### src/rtl/pmon_pkg.sv
`timescale 1ns/1ps
package pmon_pkg;

  // Control register, bit 11 down to bit 0
  typedef struct packed {
    logic       pending;  // 11
    logic       freeze;   // 10
    logic       tb_en;    // 9
    logic       neg_en;   // 8
    logic [1:0] tb_sel;   // 7:6
    logic [2:0] sel1;     // 5:3
    logic [2:0] sel0;     // 2:0
  } pmon_ctrl_t;

  localparam int CTRL_W = $bits(pmon_ctrl_t);

  localparam logic [2:0] RA_CTRL = 3'd0;
  localparam logic [2:0] RA_CNT0 = 3'd1;
  localparam logic [2:0] RA_CNT1 = 3'd2;
  localparam logic [2:0] RA_SIA  = 3'd3;
  localparam logic [2:0] RA_SDA  = 3'd4;

endpackage

### src/rtl/pmon_counter.sv
`timescale 1ns/1ps
module pmon_counter #(
  parameter int W       = 32,
  parameter int NUM_EVT = 8,
  localparam int SEL_W  = $clog2(NUM_EVT)
) (
  input  logic               clk,
  input  logic               rst,
  input  logic [NUM_EVT-1:0] evt,
  input  logic [SEL_W-1:0]   sel,
  input  logic               freeze,
  input  logic               wr,
  input  logic [W-1:0]       wdata,
  output logic [W-1:0]       cnt
);

  always_ff @(posedge clk) begin
    if (rst) begin
      cnt <= '0;
    end else if (wr) begin
      cnt <= wdata;
    end else if (!freeze && evt[sel]) begin
      cnt <= cnt + W'(1);
    end
  end

endmodule

### src/rtl/pmon_tbflip.sv
`timescale 1ns/1ps
module pmon_tbflip #(
  parameter int TB_W      = 64,
  parameter int TB_STRIDE = 4,
  parameter int NSEL      = 4,
  localparam int SEL_W    = $clog2(NSEL)
) (
  input  logic             clk,
  input  logic             rst,
  input  logic [TB_W-1:0]  tb,
  input  logic [SEL_W-1:0] sel,
  output logic             flip
);

  logic [NSEL-1:0] tap;
  logic [NSEL-1:0] prev_q;
  logic            unused_tb;

  for (genvar k = 0; k < NSEL; k++) begin : g_tap
    assign tap[k] = tb[k*TB_STRIDE];
  end

  assign unused_tb = ^tb;

  // Keep history of every tap so that a new selection never sees a stale bit
  always_ff @(posedge clk) begin
    if (rst) prev_q <= '0;
    else     prev_q <= tap;
  end

  assign flip = tap[sel] ^ prev_q[sel];

endmodule

### src/rtl/pmon_sampler.sv
`timescale 1ns/1ps
module pmon_sampler #(
  parameter int W = 32
) (
  input  logic         clk,
  input  logic         rst,
  input  logic         capture,
  input  logic [W-1:0] iaddr,
  input  logic [W-1:0] daddr,
  output logic [W-1:0] sia,
  output logic [W-1:0] sda
);

  always_ff @(posedge clk) begin
    if (rst) begin
      sia <= '0;
      sda <= '0;
    end else if (capture) begin
      sia <= iaddr;
      sda <= daddr;
    end
  end

endmodule

### src/rtl/pmon_top.sv
`timescale 1ns/1ps
module pmon_top
  import pmon_pkg::*;
#(
  parameter int DATA_W    = 32,
  parameter int NUM_EVT   = 8,
  parameter int TB_W      = 64,
  parameter int TB_STRIDE = 4,
  parameter int NUM_CNT   = 2,
  localparam int SEL_W    = $clog2(NUM_EVT)
) (
  input  logic               clk,
  input  logic               rst,
  input  logic [NUM_EVT-1:0] evt_i,
  input  logic [TB_W-1:0]    tb_i,
  input  logic [DATA_W-1:0]  iaddr_i,
  input  logic [DATA_W-1:0]  daddr_i,
  input  logic               reg_we,
  input  logic [2:0]         reg_addr,
  input  logic [DATA_W-1:0]  reg_wdata,
  output logic [DATA_W-1:0]  reg_rdata,
  output logic               irq_o
);

  pmon_ctrl_t         ctrl_q;
  pmon_ctrl_t         ctrl_w;
  logic               wr_ctrl;
  logic               clr_pend;
  logic               tb_flip;
  logic               any_neg;
  logic               trig;
  logic               raise;
  logic               frz;
  logic [DATA_W-1:0]  cnt_q  [NUM_CNT];
  logic [NUM_CNT-1:0] wr_cnt;
  logic [NUM_CNT-1:0] neg_vec;
  logic [SEL_W-1:0]   sel_arr [NUM_CNT];
  logic [DATA_W-1:0]  samp_i;
  logic [DATA_W-1:0]  samp_d;
  logic [DATA_W-1:0]  cnt0;
  logic [DATA_W-1:0]  cnt1;
  logic               wr_cnt0;
  logic               wr_cnt1;

  assign ctrl_w   = reg_wdata[CTRL_W-1:0];
  assign wr_ctrl  = reg_we && (reg_addr == RA_CTRL);
  assign clr_pend = wr_ctrl && ctrl_w.pending;
  assign frz      = ctrl_q.freeze;

  assign sel_arr[0] = ctrl_q.sel0;
  assign sel_arr[1] = ctrl_q.sel1;

  // Counter bank
  for (genvar i = 0; i < NUM_CNT; i++) begin : g_cnt
    assign wr_cnt[i]  = reg_we && (reg_addr == RA_CNT0 + 3'(i));
    assign neg_vec[i] = cnt_q[i][DATA_W-1];

    pmon_counter #(.W(DATA_W), .NUM_EVT(NUM_EVT)) u_cnt (
      .clk    (clk),
      .rst    (rst),
      .evt    (evt_i),
      .sel    (sel_arr[i]),
      .freeze (frz),
      .wr     (wr_cnt[i]),
      .wdata  (reg_wdata),
      .cnt    (cnt_q[i])
    );
  end

  assign cnt0    = cnt_q[0];
  assign cnt1    = cnt_q[1];
  assign wr_cnt0 = wr_cnt[0];
  assign wr_cnt1 = wr_cnt[1];
  assign any_neg = |neg_vec;

  pmon_tbflip #(.TB_W(TB_W), .TB_STRIDE(TB_STRIDE), .NSEL(4)) u_tb (
    .clk  (clk),
    .rst  (rst),
    .tb   (tb_i),
    .sel  (ctrl_q.tb_sel),
    .flip (tb_flip)
  );

  assign trig  = (ctrl_q.neg_en && any_neg) || (ctrl_q.tb_en && tb_flip);
  assign raise = trig && !ctrl_q.pending;

  // Control register: software fields, then hardware set overrides
  always_ff @(posedge clk) begin
    if (rst) begin
      ctrl_q <= '0;
    end else begin
      if (wr_ctrl) begin
        ctrl_q.sel0   <= ctrl_w.sel0;
        ctrl_q.sel1   <= ctrl_w.sel1;
        ctrl_q.tb_sel <= ctrl_w.tb_sel;
        ctrl_q.neg_en <= ctrl_w.neg_en;
        ctrl_q.tb_en  <= ctrl_w.tb_en;
        ctrl_q.freeze <= ctrl_w.freeze;
      end
      if (clr_pend) ctrl_q.pending <= 1'b0;
      if (raise) begin
        ctrl_q.pending <= 1'b1;
        ctrl_q.freeze  <= 1'b1;
      end
    end
  end

  pmon_sampler #(.W(DATA_W)) u_samp (
    .clk     (clk),
    .rst     (rst),
    .capture (raise),
    .iaddr   (iaddr_i),
    .daddr   (daddr_i),
    .sia     (samp_i),
    .sda     (samp_d)
  );

  // Registered readback
  always_ff @(posedge clk) begin
    if (rst) begin
      reg_rdata <= '0;
    end else begin
      case (reg_addr)
        RA_CTRL: reg_rdata <= DATA_W'(ctrl_q);
        RA_CNT0: reg_rdata <= cnt0;
        RA_CNT1: reg_rdata <= cnt1;
        RA_SIA:  reg_rdata <= samp_i;
        RA_SDA:  reg_rdata <= samp_d;
        default: reg_rdata <= '0;
      endcase
    end
  end

  assign irq_o = ctrl_q.pending;

endmodule

### config.mk
export PLATFORM = sky130hd
export DESIGN_NAME = pmon_top
export DESIGN_NICKNAME = d
export VERILOG_FILES = /design/src/rtl/pmon_pkg.sv /design/src/rtl/pmon_counter.sv /design/src/rtl/pmon_tbflip.sv /design/src/rtl/pmon_sampler.sv /design/src/rtl/pmon_top.sv
export SDC_FILE = /design/constraint.sdc
export NUM_CORES = 1
export LEC_CHECK = 0
export CAP_MARGIN = 25
export CELL_PAD_IN_SITES_DETAIL_PLACEMENT = 1
export CELL_PAD_IN_SITES_GLOBAL_PLACEMENT = 2
export CORE_UTILIZATION = 25
export DETAILED_ROUTE_END_ITERATION = 10
export PLACE_DENSITY = 0.72
export SYNTH_ARGS = -nofsm -noshare
export SYNTH_HDL_FRONTEND = slang
export SYNTH_SLANG_ARGS = --single-unit
### constraint.sdc
create_clock -name clk -period 2.75 [get_ports clk]
set_clock_uncertainty 0.2 [all_clocks]
set_input_delay 0.825 -clock clk [delete_from_list [all_inputs] [get_ports clk]]
set_output_delay 0.825 -clock clk [all_outputs]
set_load 0.1 [all_outputs]
# --- Word-level counts from Yosys, hierarchy flattened ---
# Cells that the tools add are included.
totals:
  ff_bits: 176
  in_bits: 174
  out_inout_bits: 33
  elab_cells: 57
classes:
  n_addsub: 2
  order_cmp: 3
  n_eq_ne: 4
  n_mux: 16
  bitwise: 1
  n_reduce_logical: 18
ops:
  columns: ["cell", "n"]
  rows:
  - ["case mux 32 bit (5 select lines)", 1]
  - ["two-way mux 32 bit", 4]
  - ["adder 32 x 1 -> 32 bit (second input constant)", 2]
  - ["two-way mux 11 bit", 1]
  - ["logical AND 1 bit", 9]
  - ["< comparator 3 x 4 -> 1 bit (second input constant)", 2]
  - ["nonzero test 2 bit", 4]
  - ["binary-select mux 1 bit (select 3 bit)", 2]
  - ["== test 3 x 2 -> 1 bit (second input constant)", 2]
  - ["two-way mux 1 bit", 5]
  - ["binary-select mux 1 bit (select 2 bit)", 2]
  - ["== test 3 x 1 -> 1 bit (second input constant)", 1]
  - ["== test 3 bit (second input constant)", 1]
  - ["zero test 3 bit", 1]
  - ["< comparator 2 x 3 -> 1 bit (second input constant)", 1]
  - ["zero test 1 bit", 2]
  - ["two-way mux 2 bit", 1]
  - ["OR reduction 2 bit", 1]
  - ["logical OR 1 bit", 1]
  - ["XOR 1 bit", 1]

# --- Depth between registers and ports, before layout ---
logic_depth:
  depth_word: 7
  ltp_mapped: 7
  depth_no_buf: 6

# --- Cells and area by module ---
# Synthesis repeated with hierarchy kept, for this count alone.
hier_totals:
  hier_cells: 1001
  hier_area_um2: 8888.5
modules_own_cells:
  columns: ["module", "instances", "cells_per_inst", "area_each_um2", "seq_area_each_um2"]
  rows:
  - ["pmon_top", 1, 255, 2306.0, 880.8]
  - ["pmon_sampler", 1, 206, 2290.9, 1281.2]
  - ["pmon_counter (g_cnt[0].u_cnt)", 1, 279, 2179.6, 640.6]
  - ["pmon_counter (g_cnt[1].u_cnt)", 1, 248, 1949.4, 640.6]
  - ["pmon_tbflip", 1, 13, 162.7, 80.1]

# --- Worst setup path after synthesis ---
# No wires, ideal clock.
synth_timing:
  path_kind: "in2reg"
  from: "in evt_i[5]"
  to: "reg g_cnt[0].u_cnt.cnt[29]"
  setup_ps: 91
  arrival_ps: 2444
  t_required_ps: 2459
  slack_ps: 15
  stages: 6
  path_buffers: 1
  cell_sequence: "mux2_4 -> a2bb2o_4 -> or4_4 -> buf_6 -> or4_1 -> a311oi_1"
synth_via:
  elab_chain_len: 4
synth_rtl:
  columns: ["item", "line_no", "source"]
  rows:
  - ["start: declaration", "pmon_top.sv:14", "input logic [NUM_EVT-1:0] evt_i,"]
  - ["binary-select mux 1 bit (select 3 bit)", "pmon_counter.sv:22", "end else if (!freeze && evt[sel]) begin"]
  - ["two-way mux 1 bit (implied by the code)", "pmon_counter.sv:22", null]
  - ["logical AND 1 bit", "pmon_counter.sv:22", null]
  - ["nonzero test 2 bit (no line)", null, null]
  - ["end signal: assignment", "pmon_counter.sv:21", "cnt <= wdata;"]
  - ["end signal: assignment", "pmon_counter.sv:23", "cnt <= cnt + W'(1);"]
  - ["end: declaration", "pmon_counter.sv:14", "output logic [W-1:0] cnt"]
# No other way between the ends. The select of a mux whose other input is x is not followed.
# A chain may end at the register's enable or synchronous reset.

# --- Worst setup path in the final report ---
layout_timing:
  from: "reg ctrl_q[3] (netlist bit)"
  to: "reg g_cnt[1].u_cnt.cnt[10]"
layout_via:
  elab_chain_len: 4
layout_rtl:
  columns: ["item", "line_no", "source"]
  rows:
  - ["start: declaration", "pmon_top.sv:25", "pmon_ctrl_t ctrl_q;"]
  - ["binary-select mux 1 bit (select 3 bit)", "pmon_counter.sv:22", null]
  - ["two-way mux 1 bit (implied by the code)", "pmon_counter.sv:22", null]
  - ["logical AND 1 bit", "pmon_counter.sv:22", null]
  - ["nonzero test 2 bit (no line)", null, null]
  - ["end signal: assignment", "pmon_counter.sv:21", null]
  - ["end signal: assignment", "pmon_counter.sv:23", null]
  - ["end: declaration", "pmon_counter.sv:14", null]
# No other way between the ends. The select of a mux whose other input is x is not followed.

==> flow_metrics.tcl <==
set metrics [dict create \
    gr-total-overflow 0 \
    setup_tns_ns 0 \
    finalNonFillerCells 1660 \
    whs_endpoint "u_samp.sda[29]" \
    multi_input_area_mm2 0.00443 \
    utilization_pct 35.2 \
    yosysSeqAreaShare_pct 42.9 \
    critPathMaxStageDelay_ns 0.60 \
    path_depth 7 \
    cts.sink_count 176 \
    seq_area_mm2 0.00352 \
    cpMaxStageDelayCell "dfxtp_1" \
    drc 0 \
    min_period_ns 2.52 \
    die_h_um 183 \
    placedCellCount 1625 \
    synth_cell_type_count 54 \
    status "complete, no violations" \
    critPathLaunch "ctrl_q[3]" \
    r2r_cells 7 \
    synthCells 1027 \
    max-slew-margin-rel_pct 57.7 \
    grt_use_met1_pct 25.6 \
    crit_family "simple AND/OR/NAND/NOR gates" \
    vdd_ir_drop_max_mv 0.383 \
    fp-row-count 66 \
    hold_start "u_samp.sda[29]" \
    async_flop_share_pct 0 \
    final_cell_mix "nand2_1, dfxtp_1, a21oi_1" \
    cp.arrival_ns 2.67 \
    cts_tree "done" \
    reg2reg_to "g_cnt[1].u_cnt.cnt[10]" \
    first_pass_iters 5 \
    worstMarginPinSlew_ns 0.634 \
    p_per_area_mw_per_mm2 514 \
    cp_common_cell "buf_4" \
    syn_area_per_cell_um2 8.00 \
    ys_top_cells_by_area "dfxtp_1, nand2_1, a21oi_1" \
    drive_gt1_share_pct 15.2 \
    io_buffers 146 \
    fillers 3862 \
    setup_viol 0 \
    track_usage_pct 18.4 \
    cp-start-kind "flip-flop" \
    first_global_vias 8289 \
    routedWlPerCell_um 18.2 \
    drv_cap 0 \
    die_x_um 183 \
    nets 1381 \
    cts_made_buffers 17 \
    power_mw 5.86 \
    place_congestion 0.799 \
    hold_violations 0 \
    area_delta_synth_final_pct 38.8 \
    syn_nets 1203 \
    grt_max_degree 72 \
    dieArea_mm2 0.0336 \
    ios 207 \
    dominantRegCellSynth "dfxtp_1" \
    preCtsSetupSlack_ns -0.650 \
    synth_edf_count 0 \
    fin_crit_sh_pct 91.7 \
    ys_warn_count 0 \
    cp_max_fo 6 \
    cts_buffer_depth 2 \
    initial_core_util_pct 25.3 \
    drt_wl_total_um 30200 \
    synth_top_area_share_pct 42.9 \
    cts_hold_buf 0 \
    post-dp-hpwl_um 22400 \
    hold_path.class "reg -> reg" \
    fmax_mhz 397 \
    cts.clk_slew.worst_paths_ns 0.07 \
    reg2reg_setup_slack_ns 0.23 \
    diodes 0 \
    final.setup.worst_slack_ns 0.230 \
    endpoint_kind "flip-flop" \
    grt-busiest-layer "met2" \
    rsz0062_at_grt "no" \
    drv_slew 0 \
    power_leakage_nw 3.85 \
    netlist_area_mm2 0.00822 \
    ys_ff_latch 176 \
    drt_iter0_drc 356 \
    grt.met2_usage_pct 29.7 \
    crit_type "reg -> reg" \
    cp_cell_sequence "mux2i_1 -> a22oi_1 -> buf_4 -> buf_4 -> nand4_1 -> or3_1 -> a311oi_2" \
    grt_pass1_wl_um 47400 \
    crit_buf_inv 2 \
    coreArea_mm2 0.0325 \
    gr-usage-met3_pct 2.70 \
    cts_root_buffer "clkbuf_16" \
    r2r_start "ctrl_q[3]" \
    worst_skew_pair.late_latency_ns 0.44 \
    vias 8228 \
    synth_top_area_cell "dfxtp_1" \
    hold_depth 2 \
    antenna_left 0 \
    viasPerCell 4.96 \
    antenna_found_initial 0 \
    cp_data_required_time_ns 2.90 \
    layout_commonest_cell "nand2_1" \
    h-tree-depth 4 \
]
==> worst max-delay path by stage <==
stage | end | slack (ns)
final | g_cnt[1].u_cnt.cnt[10] | 0.23
after global routing | g_cnt[1].u_cnt.cnt[10] | 0.09
after CTS | g_cnt[0].u_cnt.cnt[15] | 0.004
after detailed placement | g_cnt[0].u_cnt.cnt[19] | -0.65
after global placement | g_cnt[0].u_cnt.cnt[17] | -0.62
after floorplan | g_cnt[0].u_cnt.cnt[29] | 0.01
==> final cells by class <==
class                   count  area share, %
clock buffers              17           3.73
clock inverters            15           1.48
inverters                  16          0.526
multi-input cells         757           38.8
flip-flops and latches    176           30.9
well taps                 442           4.85
repair buffers            237           19.7
==> Yosys cell counts, types with 23 or more instances <==
cell and instances:
nand3_1 23, a21oi_1 124, clkbuf_1 65, dfxtp_1 176, nand4_1 26, o21ai_0 26, nand2_1 180, a311oi_1 33
a22oi_1 53, nor2_1 86, or3_1 24
==> metrics by stage <==
step / hold WS, ns / instance area, um^2
2_1_floorplan: 0.232 / 8220
4_1_cts: 0.255 / 11300
6_report: 0.253 / 11400
3_3_place_gp: 0.240 / 10700
5_1_grt: 0.275 / 11400
3_5_place_dp: 0.246 / 10700
==> logic make-up (layout without fill, tap and decap cells) <==
| kind of cell | Yosys count | after routing | share of synthesized area, % |
|---|---|---|---|
| DFF | 176 | 176 | 42.9 |
| and+or+nand+nor | 425 | 425 | 24.6 |
| AOI/OAI and AO/OA | 281 | 281 | 22.0 |
| xor gates and xnor gates | 24 | 24 | 2.56 |
| muxes | 25 | 25 | 3.14 |
| buffers and inverters | 94 | 285 | 4.57 |
| adders and majority gates | 2 | 2 | 0.304 |
==> worst reg2reg max path: stages (launching register included) <==
cell      delay [ns]
dfxtp_1         0.60
mux2i_1         0.23
a22oi_1         0.23
buf_4           0.17
buf_4           0.12
nand4_1         0.20
or3_1           0.42
a311oi_2        0.27
==> power by group <==
| group | switching (mW) | leakage (nW) | total [mW] | internal, mW |
|---|---|---|---|---|
| logic | 0.313 | 2.13 | 0.626 | 0.313 |
| registers | 0.0771 | 1.43 | 2.69 | 2.61 |
| clock network | 1.17 | 0.297 | 2.54 | 1.37 |
| total | 1.56 | 3.85 | 5.86 | 4.30 |
==> repair_timing <==
item / CTS / global route
setup buffers: 1 / 2
setup endpoints to repair: 14 / 26
pin swaps: 8 / 9
gates resized for setup: 9 / 16
==> registers in the layout, indices dropped and copies added, names as in the netlist <==
signal and flops:
u_samp.sda 32, irq_o 1, frz 1, g_cnt.u_cnt.cnt 64, ctrl_q 10, reg_rdata 32, u_tb.prev_q 4, u_samp.sia 32
==> metal layers <==
layer,part of all wire [%],wire length [um]
met3,3.4,1030
met2,47,14100
met4,0.84,254
met5,0,0
met1,49,14900
Power figures use the tool's default switching activity.
